$ cat config.mk
export PLATFORM = sky130hd
export DESIGN_NAME = paged_ea_gen
export DESIGN_NICKNAME = d
export VERILOG_FILES = /design/src/rtl/paged_ea_pkg.sv /design/src/rtl/ea_page_join.sv /design/src/rtl/ea_base_add.sv /design/src/rtl/ea_mar_sel.sv /design/src/rtl/paged_ea_gen.sv
export SDC_FILE = /design/constraint.sdc
export NUM_CORES = 1
export LEC_CHECK = 0
export BUFFER_PORTS_ARGS = -buffer_cell sky130_fd_sc_hd__clkbuf_2
export CAP_MARGIN = 20
export CORE_UTILIZATION = 32
export CTS_CLUSTER_SIZE = 25
export DETAILED_ROUTE_END_ITERATION = 16
export GPL_TIMING_DRIVEN = 0
export PLACE_DENSITY = 0.61
export REMOVE_ABC_BUFFERS = 1
export SLEW_MARGIN = 40
export SYNTH_ARGS = -nofsm -noshare
export SYNTH_HDL_FRONTEND = slang
export SYNTH_SLANG_ARGS = --single-unit
$ cat constraint.sdc
create_clock -name clk -period 2.5 [get_ports clk]
set_input_delay 0.375 -clock clk [delete_from_list [all_inputs] [get_ports clk]]
set_output_delay 0.375 -clock clk [all_outputs]
set_load 0.05 [all_outputs]
$ cat src/rtl/paged_ea_pkg.sv
package paged_ea_pkg;
  localparam int ADDR_W   = 16;
  localparam int MODE_W   = 3;

  typedef enum logic [MODE_W-1:0] {
    EA_DIRECT   = 3'd0,
    EA_INDIRECT = 3'd1,
    EA_BASE     = 3'd2,
    EA_TRAP     = 3'd3,
    EA_LEA      = 3'd4
  } ea_mode_e;

  typedef enum logic [1:0] {
    SEL_PAGE = 2'd0,
    SEL_SUM  = 2'd1,
    SEL_VEC  = 2'd2
  } mar_sel_e;
endpackage

$ cat src/rtl/ea_page_join.sv
module ea_page_join #(
  parameter int ADDR_W = 16,
  parameter int OFF_W  = 9
) (
  input  logic [ADDR_W-1:0] pc_i,
  input  logic [OFF_W-1:0]  off_i,
  output logic [ADDR_W-1:0] addr_o
);
  localparam int PAGE_W = ADDR_W - OFF_W;

  logic unused_pc_low;
  assign unused_pc_low = ^pc_i[OFF_W-1:0];

  // Page bits are taken from the counter, never carried into by the offset.
  assign addr_o = {pc_i[ADDR_W-1 -: PAGE_W], off_i};
endmodule

$ cat src/rtl/ea_base_add.sv
module ea_base_add #(
  parameter int ADDR_W = 16,
  parameter int OFF_W  = 6
) (
  input  logic [ADDR_W-1:0] base_i,
  input  logic [OFF_W-1:0]  off_i,
  output logic [ADDR_W-1:0] sum_o
);
  logic [ADDR_W-1:0] off_ext;
  assign off_ext = {{(ADDR_W-OFF_W){1'b0}}, off_i};
  // Carry out of the top bit is dropped: the sum wraps at 2^ADDR_W.
  assign sum_o = base_i + off_ext;
endmodule

$ cat src/rtl/ea_mar_sel.sv
module ea_mar_sel
  import paged_ea_pkg::*;
#(
  parameter int ADDR_W = 16,
  parameter int VEC_W  = 8
) (
  input  mar_sel_e          sel_i,
  input  logic [ADDR_W-1:0] page_i,
  input  logic [ADDR_W-1:0] sum_i,
  input  logic [VEC_W-1:0]  vec_i,
  output logic [ADDR_W-1:0] addr_o
);
  logic [ADDR_W-1:0] vec_ext;

  generate
    if (VEC_W < ADDR_W) begin : g_pad
      assign vec_ext = {{(ADDR_W-VEC_W){1'b0}}, vec_i};
    end else begin : g_full
      assign vec_ext = vec_i[ADDR_W-1:0];
    end
  endgenerate

  always_comb begin
    unique case (sel_i)
      SEL_SUM: addr_o = sum_i;
      SEL_VEC: addr_o = vec_ext;
      default: addr_o = page_i;
    endcase
  end
endmodule

$ cat src/rtl/paged_ea_gen.sv
module paged_ea_gen
  import paged_ea_pkg::*;
#(
  parameter int ADDR_W   = 16,
  parameter int PAGE_OFF = 9,
  parameter int BASE_OFF = 6,
  parameter int VEC_W    = 8
) (
  input  logic              clk,
  input  logic              rst,
  input  logic [ADDR_W-1:0] pc_i,
  input  logic [ADDR_W-1:0] instr_i,
  input  logic [ADDR_W-1:0] base_i,
  input  logic [MODE_W-1:0] mode_i,
  input  logic              load_i,
  output logic [ADDR_W-1:0] mar_o,
  output logic [ADDR_W-1:0] lea_o,
  output logic [MODE_W-1:0] mode_o,
  output logic              indir_o
);
  localparam int TOP_USED = (PAGE_OFF > VEC_W) ? PAGE_OFF : VEC_W;

  logic [ADDR_W-1:0] page_addr;
  logic [ADDR_W-1:0] sum_addr;
  logic [ADDR_W-1:0] sel_addr;
  mar_sel_e          sel;
  logic              accept;
  logic              mar_we;
  logic              lea_we;
  logic              unused_opc;

  assign unused_opc = ^instr_i[ADDR_W-1:TOP_USED];

  ea_page_join #(.ADDR_W(ADDR_W), .OFF_W(PAGE_OFF)) u_page (
    .pc_i   (pc_i),
    .off_i  (instr_i[PAGE_OFF-1:0]),
    .addr_o (page_addr)
  );

  ea_base_add #(.ADDR_W(ADDR_W), .OFF_W(BASE_OFF)) u_add (
    .base_i (base_i),
    .off_i  (instr_i[BASE_OFF-1:0]),
    .sum_o  (sum_addr)
  );

  always_comb begin
    case (mode_i)
      EA_BASE: sel = SEL_SUM;
      EA_TRAP: sel = SEL_VEC;
      default: sel = SEL_PAGE;
    endcase
  end

  ea_mar_sel #(.ADDR_W(ADDR_W), .VEC_W(VEC_W)) u_sel (
    .sel_i  (sel),
    .page_i (page_addr),
    .sum_i  (sum_addr),
    .vec_i  (instr_i[VEC_W-1:0]),
    .addr_o (sel_addr)
  );

  assign accept = load_i && (mode_i <= EA_LEA);
  assign mar_we = accept && (mode_i != EA_LEA);
  assign lea_we = accept && (mode_i == EA_LEA);

  always_ff @(posedge clk) begin
    if (rst) begin
      mar_o   <= '0;
      lea_o   <= '0;
      mode_o  <= '0;
      indir_o <= 1'b0;
    end else begin
      if (mar_we) mar_o <= sel_addr;
      if (lea_we) lea_o <= page_addr;
      if (accept) begin
        mode_o  <= mode_i;
        indir_o <= (mode_i == EA_INDIRECT);
      end
    end
  end

  // direct address keeps the counter's page and the instruction offset
  a_r2_direct_page: assert property (@(posedge clk) disable iff (rst)
    (load_i && mode_i == EA_DIRECT) |=>
      (mar_o[PAGE_OFF-1:0] == $past(instr_i[PAGE_OFF-1:0]) &&
       mar_o[ADDR_W-1:PAGE_OFF] == $past(pc_i[ADDR_W-1:PAGE_OFF])));

  // the indirect flag only accompanies an indirect mode report
  a_r3_indir_mode: assert property (@(posedge clk) disable iff (rst)
    indir_o |-> (mode_o == EA_INDIRECT));

  // trap addresses stay inside the vector table
  a_r5_trap_low: assert property (@(posedge clk) disable iff (rst)
    (load_i && mode_i == EA_TRAP) |=> (mar_o[ADDR_W-1:VEC_W] == '0));

  // effective-address mode never disturbs the address register
  a_r6_lea_keeps_mar: assert property (@(posedge clk) disable iff (rst)
    (load_i && mode_i == EA_LEA) |=> $stable(mar_o));

  // no strobe, no change
  a_r7_hold: assert property (@(posedge clk) disable iff (rst)
    !load_i |=> ($stable(mar_o) && $stable(lea_o) && $stable(mode_o) && $stable(indir_o)));

  // reserved codes are ignored
  a_r8_reserved: assert property (@(posedge clk) disable iff (rst)
    (load_i && mode_i > EA_LEA) |=> ($stable(mar_o) && $stable(lea_o) && $stable(mode_o)));
endmodule

; After elaboration in Yosys (flattened, before gate mapping)
; Index checks and enable logic that the tools add are counted.
[totals]
regBits = 36
inputBits = 54
out_inout_bits = 36
wordCells = 18
[classes]
addsub = 1
n_lt_le_gt_ge = 1
n_eq_ne = 7
n_mux = 2
reduce_logical = 3
[ops]
columns = operator, n
row1 = one-hot mux 16 bit (2 select lines), 1
row2 = adder 16 x 6 -> 16 bit, 1
row3 = equality test 3 x 2 -> 1 bit (second input constant), 2
row4 = one-hot mux 2 bit (2 select lines), 1
row5 = equality test 3 x 1 -> 1 bit (second input constant), 1
row6 = equality test 3 bit (second input constant), 1
row7 = less-or-equal comparator 3 bit (second input constant), 1
row8 = logical AND 1 bit, 3
row9 = != test 3 bit (second input constant), 1
row10 = equality test 2 x 1 -> 1 bit (second input constant), 1
row11 = equality test 2 bit (second input constant), 1

; Longest topological paths before layout
[logic_depth]
word_depth = 4
mapped_depth = 8
mapped_depth_nobuf = 8

; Modules after synthesis
; From an unflattened synthesis, not the netlist that was laid out.
[unflattened]
hier_cells = 289
area_unflattened_um2 = 2265.9
[modules_own_cells]
columns = module, n_inst, cells_each, area_per_inst_um2
row1 = paged_ea_gen, 1, 164, 1375.1
row2 = ea_base_add, 1, 67, 481.7
row3 = ea_mar_sel, 1, 42, 289.0
row4 = ea_page_join, 1, 16, 120.1

; Worst setup path before layout
; OpenSTA, ideal clock, no wires.
[synth_path]
kind = in2reg
from = input instr_i[0]
to = register mar_o[12]
setup_ps = 122
arrival_time_ps = 1824
required_ps = 2378
slack_ps = 554
path_stages = 8
n_path_buf = 0
cell_sequence = ha_1 -> inv_1 -> fa_1 -> nor2b_1 -> o31ai_4 -> a21oi_1 -> a211oi_2 -> a311o_1
[synth_between]
elab_chain_len = 2
[synth_lines]
columns = element, line_no
row1 = start: declaration, paged_ea_gen.sv:12  ; input logic [ADDR_W-1:0] instr_i,
row2 = adder 16 x 6 -> 16 bit, ea_base_add.sv:12  ; assign sum_o = base_i + off_ext;
row3 = one-hot mux 16 bit (2 select lines), ea_mar_sel.sv:24  ; unique case (sel_i)
row4 = end signal: assignment, paged_ea_gen.sv:73  ; if (mar_we) mar_o <= sel_addr;
row5 = end: declaration, paged_ea_gen.sv:16  ; output logic [ADDR_W-1:0] mar_o,
; No other way between the ends.
; A chain may end at the register's enable or synchronous reset.

; Final worst setup path
; Ends and elaborated chain as after synthesis.

==> reports/metrics.cfg <==
[power]
pwr_density_cell_nw_per_um2 = 589
leakage_nw = 1.05
p_total_mw = 1.46
max-vdd-ir-drop_v = 0.000240

[sta]
maxSlewHeadroom = 0.581
hold_viol_final = 0
timing.final.setup_violations = 0
setup_slack_ns = 0.566
skew_ns = 0
timing_worst_slew_pin_value_ns = 0.627
min_period_ns = 1.93
setup_tns_final_ns = 0
grt_setup_unrepaired = false
max_freq_ghz = 0.517
whs_ns = 0.310
final_max_slew_viol_count = 0
min_period_over_period = 0.774

[route]
remaining_drc_errors = 0
vias_per_cell = 5.10
route.detailed.wl_per_inst_microns = 13.8
antenna_viol_nets_final = 0
drt_pass1_iterations = 5
dr.first_iter.drc_count = 149
vias = 2008
detail_route.wirelength_microns = 5440

[grt]
groute.usage.overall = 0.172
number_of_global_route_vias_before_repair = 1738
largest_net_degree_at_the_start_of_global_routing = 42
grt_first_pass_wirelength_microns = 8560
globalRouteOverflowTotal = 0
antenna_violations_before_repair = 0

[setup_path]
path_cells = clkbuf_2 -> ha_1 -> inv_1 -> fa_1 -> nor2b_1 -> o31ai_4 -> a21oi_1 -> a211oi_2 -> a311o_1
worst_r2r_end = mar_o[10]
r2r_setup_slack_ns = 1.34
arrival_ns = 2.11
worst_setup_path_start_kind = primary input
cp_num_buf_inv = 2
r2r_cells = 3
worst_ep_required_time_ns = 2.68
cpMaxStageDelayCell = sky130_fd_sc_hd__fa_1
crit_path_leading_delay_family = compound AO/OA/AOI/OAI gates
timing_worst_setup_path_type = primary input to flop
reg2reg_from = mar_o[10]
cp_max_fo = 6
critPathMaxStageDelay_ns = 0.40
endpoint_kind = flop

[yosys]
synth_top_area_cell = sky130_fd_sc_hd__dfxtp_1
asyncSetResetFlopFracSynth = 0
synth_enable_flop_cells = 0
yosys_most_used_dff = sky130_fd_sc_hd__dfxtp_1
post_synth.cell_area_avg_sq_um = 7.81
synth_cells = 252
synth_top_area_share = 0.366
synth_warnings = 0
yosysSeqAreaShare = 0.366
synth_cell_type_count = 43
synth_top_cells_by_area = sky130_fd_sc_hd__dfxtp_1 37%, sky130_fd_sc_hd__nand2_1 11%, sky130_fd_sc_hd__a21oi_1 9.4%
synthesis.area_sq_um = 1970
synth-seq-cells = 36

[layout]
layout.cells.most_common = sky130_fd_sc_hd__clkbuf_2
multi_input_comb_area_sq_um = 1160
final_core_util = 0.418
regArea_sq_um = 721
final_cell_area_sq_um = 2470
area_overhead_vs_synth_pct = 25.8
final-instance-count-excl-fill = 394
fillCellCount = 640
layout.cells.most_common_list = 72 x sky130_fd_sc_hd__clkbuf_2, 56 x sky130_fd_sc_hd__nand2_1, 37 x sky130_fd_sc_hd__a21oi_1, 36 x sky130_fd_sc_hd__dfxtp_1, 16 x sky130_fd_sc_hd__nor2_1
finalNetCount = 379
antenna_cells_inserted = 0
final_layout_size_suffix_gt1_frac = 0.282

[place]
portBuffers = 73
place_ws_ns = 0.240
detailed_place_hpwl_microns = 4030
dp_cells = 386
routabilityCongestion = 0.797
dpl_cell_area_sq_um = 2360

[hold_path]
worstHoldStart = pc_i[15]
hold_path_class = primary input to flop
worst_hold_path.endpoint = lea_o[15]
hold-path-cell-count = 3

[clock_tree]
ctsRootBufferMaster = sky130_fd_sc_hd__clkbuf_8
postCtsResizedCells = 0
htree_levels = 2
cts_hold_buf = 0
cts.sink_count = 36
cts_tree = yes
max-clock-path-buffers = 2
post_cts.repair.setup_buffers = 0
clk_transition_reported_paths_ns = 0.08
tritoncts.num_buffers = 5
clock_insertion_delay_worst_skew_ns = 0.28

[floorplanning]
core.rowCount = 28
die_width_microns = 80.4
die_h_microns = 80.4
initial_utilization = 0.332
floorplan.io_pins = 90
core_region_area_sq_um = 5920
fp.dieArea_sq_um = 6460

[run]
drv_cap = 0

[outcome]
run_status = completed

[cell families after synthesis]
| family | synth area share |
|---|---|
| and+or+nand+nor | 0.248 |
| AOI/OAI and AO/OA | 0.258 |
| DFF | 0.366 |
| buffers and inverters | 0.0439 |
| xor gates and xnor gates | 0.0356 |
| adders and majority gates | 0.0483 |
[flip-flops by register name, indices dropped and copies added (netlist names)]
name / flops
mode_o: 3
indir_o: 1
mar_o: 16
lea_o: 16
[worst max path at each step]
stage | cells past startpoint | from | endpoint
final | 9 | instr_i[0] | mar_o[12]
after global routing | 9 | instr_i[0] | mar_o[12]
after CTS | 9 | instr_i[0] | mar_o[14]
after detailed placement | 9 | instr_i[0] | mar_o[14]
after global placement | 5 | mode_i[2] | mar_o[10]
after floorplan | 8 | instr_i[0] | mar_o[12]
[power by group]
group / leakage (nW) / internal [mW] / switching, mW / total (mW)
combinational: 0.707 / 0.101 / 0.223 / 0.324
clock: 0.0541 / 0.295 / 0.225 / 0.520
sequential: 0.294 / 0.598 / 0.0145 / 0.612
total: 1.05 / 0.994 / 0.463 / 1.46
[Yosys cell counts (all sizes together) (5+ instances only)]
cell type   n
a211oi      7
a21oi      37
and3        9
buf         8
clkbuf      6
dfxtp      36
ha          6
inv         5
nand2      56
nor2       17
nor3        6
o21ai      12
[worst reg2reg max path, cell delays in order (launching register included)]
cell and delay [ns]:
sky130_fd_sc_hd__dfxtp_1 0.38, sky130_fd_sc_hd__o21ai_2 0.08, sky130_fd_sc_hd__or4b_1 0.52, sky130_fd_sc_hd__o211ai_1 0.11
[area by class of cell]
| type | instances | share of cell area |
|---|---|---|
| multi-input combinational | 197 | 0.469 |
| sequential | 36 | 0.291 |
| timing repair buffer | 73 | 0.149 |
| tap | 75 | 0.0379 |
| clock buffer | 5 | 0.0278 |
| clock inverter | 3 | 0.0172 |
| inverter | 5 | 0.00759 |
[layer usage]
metal,global-route usage,part of all wire,wire length (microns),vias to the layer above
li1,-,-,-,1025
met1,0.230,0.46,2510,914
met2,0.268,0.47,2560,67
met3,0.0409,0.064,351,2
met4,0.0571,0.0042,23,0
met5,0,0,0,-
Power figures use the tool's default switching activity.
